$ cat src/rtl/rom_share_pkg.sv
package rom_share_pkg;

   localparam int unsigned NUM_FLAGS = 2;
   localparam int unsigned PAT_DEPTH = 16;
   localparam int unsigned PAT_IDX_W = $clog2(PAT_DEPTH);

   typedef enum logic [0:0] {
      FLG_RUN = 1'b0,
      FLG_OWN = 1'b1
   } flag_sel_e;

   // Substitute byte for one low-address offset.
   // Odd offsets return 01. Even offsets return zero, except the three that
   // redirect vectors into work RAM.
   function automatic logic [7:0] sub_byte(input logic [PAT_IDX_W-1:0] idx);
      logic [7:0] b;
      if (idx[0]) begin
         b = 8'h01;
      end else begin
         unique case (idx)
            4'd4:    b = 8'h04;
            4'd10:   b = 8'h08;
            4'd14:   b = 8'h0C;
            default: b = 8'h00;
         endcase
      end
      return b;
   endfunction

endpackage

$ cat src/rtl/rsa_flag_reg.sv
module rsa_flag_reg #(
   parameter int unsigned CW     = 8,
   parameter int unsigned BIT    = 0,
   parameter logic        SEL    = 1'b0
) (
   input  logic          clk,
   input  logic          rst_n,
   input  logic          we,
   input  logic          sel,
   input  logic [CW-1:0] wdata,
   output logic          q
);

   generate
      if (BIT >= CW) begin : g_bad_bit
         $error("rsa_flag_reg: BIT must be below CW");
      end
   endgenerate

   logic hit;
   assign hit = we && (sel == SEL);

   always_ff @(posedge clk or negedge rst_n) begin
      if (!rst_n) begin
         q <= 1'b0;
      end else if (hit) begin
         q <= wdata[BIT];
      end
   end

endmodule

$ cat src/rtl/rsa_vec_pattern.sv
module rsa_vec_pattern
   import rom_share_pkg::*;
#(
   parameter int unsigned DW = 8
) (
   input  logic [PAT_IDX_W-1:0] idx,
   output logic [DW-1:0]        data
);

   generate
      if (DW < 8) begin : g_bad_dw
         $error("rsa_vec_pattern: DW must be at least 8");
      end
   endgenerate

   logic [DW-1:0] table_q [PAT_DEPTH];

   for (genvar i = 0; i < PAT_DEPTH; i++) begin : g_entry
      if (DW > 8) begin : g_wide
         assign table_q[i] = {{(DW-8){1'b0}}, sub_byte(PAT_IDX_W'(i))};
      end else begin : g_byte
         assign table_q[i] = sub_byte(PAT_IDX_W'(i));
      end
   end

   assign data = table_q[idx];

endmodule

$ cat src/rtl/rsa_cop_gate.sv
module rsa_cop_gate (
   input  logic run_flag,
   input  logic own_flag,
   input  logic cop_req,
   output logic cop_owns,
   output logic cop_gnt
);

   assign cop_owns = run_flag && own_flag;
   assign cop_gnt  = cop_req && cop_owns;

endmodule

$ cat src/rtl/rom_share_arb.sv
module rom_share_arb
   import rom_share_pkg::*;
#(
   parameter int unsigned AW      = 16,
   parameter int unsigned DW      = 8,
   parameter int unsigned CW      = 8,
   parameter int unsigned RUN_BIT = 5,
   parameter int unsigned OWN_BIT = 4
) (
   input  logic          clk,
   input  logic          rst_n,
   input  logic          cfg_we,
   input  logic          cfg_sel,
   input  logic [CW-1:0] cfg_wdata,
   input  logic          host_rd,
   input  logic [AW-1:0] host_addr,
   output logic [DW-1:0] host_rdata,
   input  logic          cop_req,
   input  logic [AW-1:0] cop_addr,
   output logic          cop_gnt,
   output logic [DW-1:0] cop_rdata,
   output logic          rom_rd,
   output logic [AW-1:0] rom_addr,
   input  logic [DW-1:0] rom_rdata
);

   generate
      if (AW < PAT_IDX_W) begin : g_bad_aw
         $error("rom_share_arb: AW too small for the pattern index");
      end
      if (RUN_BIT >= CW || OWN_BIT >= CW) begin : g_bad_bits
         $error("rom_share_arb: flag bit outside the control byte");
      end
   endgenerate

   localparam int unsigned RUN_IDX = int'(FLG_RUN);
   localparam int unsigned OWN_IDX = int'(FLG_OWN);
   localparam int unsigned FBIT [NUM_FLAGS] = '{RUN_BIT, OWN_BIT};

   logic [NUM_FLAGS-1:0] flags;
   logic                 cop_owns;
   logic [DW-1:0]        pat_data;

   for (genvar f = 0; f < NUM_FLAGS; f++) begin : g_flag
      rsa_flag_reg #(
         .CW  (CW),
         .BIT (FBIT[f]),
         .SEL (1'(f))
      ) u_flag (
         .clk   (clk),
         .rst_n (rst_n),
         .we    (cfg_we),
         .sel   (cfg_sel),
         .wdata (cfg_wdata),
         .q     (flags[f])
      );
   end

   rsa_cop_gate u_gate (
      .run_flag (flags[RUN_IDX]),
      .own_flag (flags[OWN_IDX]),
      .cop_req  (cop_req),
      .cop_owns (cop_owns),
      .cop_gnt  (cop_gnt)
   );

   rsa_vec_pattern #(.DW(DW)) u_pat (
      .idx  (host_addr[PAT_IDX_W-1:0]),
      .data (pat_data)
   );

   // Memory side: the owner's address; the strobe comes from the owner only.
   assign rom_addr   = cop_owns ? cop_addr : host_addr;
   assign rom_rd     = (host_rd && !cop_owns) || cop_gnt;

   assign host_rdata = cop_owns ? pat_data : rom_rdata;
   assign cop_rdata  = rom_rdata;

endmodule

$ cat config.mk
export PLATFORM = sky130hd
export DESIGN_NAME = rom_share_arb
export DESIGN_NICKNAME = d
export VERILOG_FILES = /design/src/rtl/rom_share_pkg.sv /design/src/rtl/rsa_flag_reg.sv /design/src/rtl/rsa_vec_pattern.sv /design/src/rtl/rsa_cop_gate.sv /design/src/rtl/rom_share_arb.sv
export SDC_FILE = /design/constraint.sdc
export NUM_CORES = 1
export LEC_CHECK = 0
export BUFFER_PORTS_ARGS = -buffer_cell sky130_fd_sc_hd__buf_2
export CAP_MARGIN = 15
export CELL_PAD_IN_SITES_DETAIL_PLACEMENT = 0
export CELL_PAD_IN_SITES_GLOBAL_PLACEMENT = 1
export CORE_ASPECT_RATIO = 0.8
export CORE_MARGIN = 3
export CORE_UTILIZATION = 14
export DETAILED_ROUTE_END_ITERATION = 6
export GPL_TIMING_DRIVEN = 1
export PLACE_DENSITY_LB_ADDON = 0.1
export SETUP_SLACK_MARGIN = 0.02
export SLEW_MARGIN = 10
export SYNTH_ARGS = -nofsm -noshare
export SYNTH_HDL_FRONTEND = slang
export SYNTH_SLANG_ARGS = --single-unit
$ cat constraint.sdc
create_clock -name clk -period 1.1 [get_ports clk]
set_input_delay 0.165 -clock clk [delete_from_list [all_inputs] [get_ports clk]]
set_output_delay 0.165 -clock clk [all_outputs]
set_load 0.05 [all_outputs]
==> results_dict.tcl <==
set metrics [dict create \
    syn-instance-count 46 \
    p_switching_uw 787 \
    crit_fanout 4 \
    peakVddDrop_mv 0.618 \
    worstPathRequired_ns 0.94 \
    root_buffer "clkbuf_8" \
    cts_made_buffers 3 \
    r2r_slack_ns 0.17 \
    worstMarginPinSlew_ns 0.261 \
    p_int_uw 943 \
    synthDistinctLibCells 15 \
    ant_nets 0 \
    yosys-top-cells-count "mux2_4 (12), buf_4 (8), mux2_2 (7)" \
    nFillCells 332 \
    synth-edff-count 0 \
    wl_per_cell_um 11.6 \
    num_antenna_cells 0 \
    ios 88 \
    worstPathCellList "nand2_4, buf_12, mux2_2, buf_6" \
    slew_headroom_pct 82.7 \
    pwr-share-seq_pct 5.5 \
    largest_reg_flops 2 \
    initial_utilization_pct 15.4 \
    ys_ff_latch 2 \
    worst-setup-path-type "flop to output pin" \
    viasPerCell 3.95 \
    final_layout_size_suffix_gt1_share_pct 93.9 \
    p_leak_uw 0.000716 \
    area_growth_pct 160 \
    clk_pin_slew_ns 0.03 \
    dr.pass1.iters 2 \
    core_mm2 0.00324 \
    synth-seq-area-share_pct 10.0 \
    hold_viol 0 \
    clk_latency_ns 0.21 \
    port-buffer-count 81 \
    power_uw 1730 \
    clk_path_buf_depth 2 \
    outcome "finished with violations" \
    max-cap-violations 0 \
    tritoncts "done" \
    async_flop_share_pct 100 \
    setup_viol_count_final 26 \
    gp_congestion 0.599 \
    grt_usage_pct 8.50 \
    period_needed_ns 1.50 \
    yosysWarnings 0 \
    synth_area_leader_cell "mux2_4" \
    dpl.hpwl_mm 1.64 \
    drc_errors 0 \
    yosysMostFrequentCell "mux2_4" \
    grt_max_degree 10 \
    end_kind "output pin" \
    clock-sinks 2 \
    regMostFlops "g_flag.u_flag.q" \
    cts.htree.levels 1 \
    vias 676 \
    synthSimpleGateAreaFrac_pct 15.0 \
    nNetsFinal 187 \
    slowest_delay_ns 0.39 \
    power_frac_clock_pct 16.4 \
    synthFlopType "dfrtp_1" \
    synthAdderAreaFrac_pct 0 \
    pwr-share-comb_pct 78.1 \
    timing.hold.ws_ns 0.197 \
    grt_pass1_wl_mm 2.86 \
    grt_pass1_vias 669 \
    drt_iter0_markers 6 \
    synth_top_family_by_area "multiplexers" \
    drv_slew 0 \
    synth_nets 100 \
    critPathLaunchType "flop" \
    syn_area_per_cell_um2 10.9 \
    min_period_over_period_pct 136 \
    fmax_mhz 668 \
    overflow 0 \
    dieWidth_um 72.8 \
    antenna_found_initial 0 \
    worstPathArrival_ns 1.33 \
    rows 18 \
    synth_compound_area_share_pct 5.00 \
    final.setup_skew_ns 0 \
    stdcell_count 171 \
    synth_top_area_share_pct 36.0 \
    syn_area_um2 500 \
    die-height_um 59.5 \
    pre_cts_ws_ns -0.242 \
    violations "negative setup slack" \
    cellPowerDensity_mw_per_mm2 1330 \
    top_regs "g_flag.u_flag.q (2)" \
    synth.area.top_cells "mux2_4 (36%), mux2_2 (16%), buf_4 (12%)" \
    dp.cells 163 \
    drt_wl_total_mm 1.98 \
    synth_xor_area_share_pct 1.75 \
    min_path_type "input pin to flop" \
    rsz0062_at_grt "true" \
    synthMuxAreaShare_pct 51.7 \
    worst_path_max_delay_cell "dfrtp_1" \
    worst_slack_ns -0.397 \
    dieArea_mm2 0.00433 \
    swShare_pct 45.5 \
]
==> area by class of cell <==
class | count | area (um2) | share of cell area, %
Timing Repair Buffer | 92 | 736 | 56.5
Clock buffer | 3 | 41.3 | 3.17
Tap cell | 40 | 50.0 | 3.85
Multi-Input combinational cell | 34 | 424 | 32.6
Sequential cell | 2 | 50.0 | 3.85
==> metrics by stage <==
step	TNS, ns	utilization (%)	cell area (um2)
6_report	-9.15	40.1	1300
5_1_grt	-10.31	40.1	1300
2_1_floorplan	-2.23	-	543
4_1_cts	-9.39	39.7	1290
3_5_place_dp	-4.84	30.7	995
3_3_place_gp	-4.79	30.7	995
==> critical path: cells and delay by family, from the launching register on <==
kind / cells / cell delay, ns
flip-flops: 1 / 0.39
buffers and inverters: 2 / 0.27
multiplexers: 1 / 0.33
AND/OR/NAND/NOR: 1 / 0.13
==> layer usage <==
| layer | vias to the layer above | part of all wire [%] | global-route usage, % |
|---|---|---|---|
| met1 | 312 | 33 | 8.86 |
| met5 | - | 0 | 0 |
| met4 | 0 | 0.30 | 2.37 |
| met2 | 34 | 57 | 16.3 |
| met3 | 2 | 9.0 | 2.71 |
| li1 | 328 | - | - |
==> power by group through the flow <==
stage | registers [uW] | clock network (uW) | logic (uW)
after floorplan | 101 | 0 | 810
after global placement | 96.6 | 0 | 1080
after detailed placement | 96.7 | 0 | 1080
after CTS | 96.0 | 293 | 1350
after global routing | 97.9 | 299 | 1410
final | 95.7 | 283 | 1350
==> worst paths after layout <==
kind | from | endpoint | depth (start not counted)
setup / recovery | g_flag[1].u_flag.q | rom_addr[12] | 4
hold / removal | cfg_wdata[5] | g_flag[0].u_flag.q | 2
setup reg to reg | g_flag[1].u_flag.q | g_flag[1].u_flag.q | 2
hold reg to reg | g_flag[0].u_flag.q | g_flag[0].u_flag.q | 2
max in group asynchronous | rst_n | g_flag[1].u_flag.q | 2
min in group asynchronous | rst_n | g_flag[0].u_flag.q | 2
==> kinds of logic (layout without fill, tap and decap cells) <==
group,after synthesis,count (layout)
AOI/OAI and AO/OA,3,3
xor gates and xnor gates,1,1
buffers and inverters,10,95
DFF,2,2
muxes,19,19
and+or+nand+nor,11,11
==> repair_timing <==
item | in CTS | in global routing
setup buffers | 4 | 0
setup endpoints to repair | 26 | 26
pin swaps | 1 | 2
endpoints found under the hold margin | 2 | 0
gates resized for setup | 65 | 3
hold buffers | 1 | 0
==> placed cells by master (no fill, tap or decap) <==
cell type	n
dfrtp_1	2
o2bb2ai_4	1
and3_2	1
nor2b_1	1
nand2_1	1
buf_2	55
o2bb2ai_2	1
buf_4	4
mux2_4	15
dlygate4sd3_1	1
nand2_4	1
buf_8	9
buf_12	3
clkbuf_8	3
nand4_1	1
a21o_4	1
xor2_1	1
mux2_2	4
buf_6	20
and2_4	5
nand4b_1	1
(Power assumes the default switching activity.)
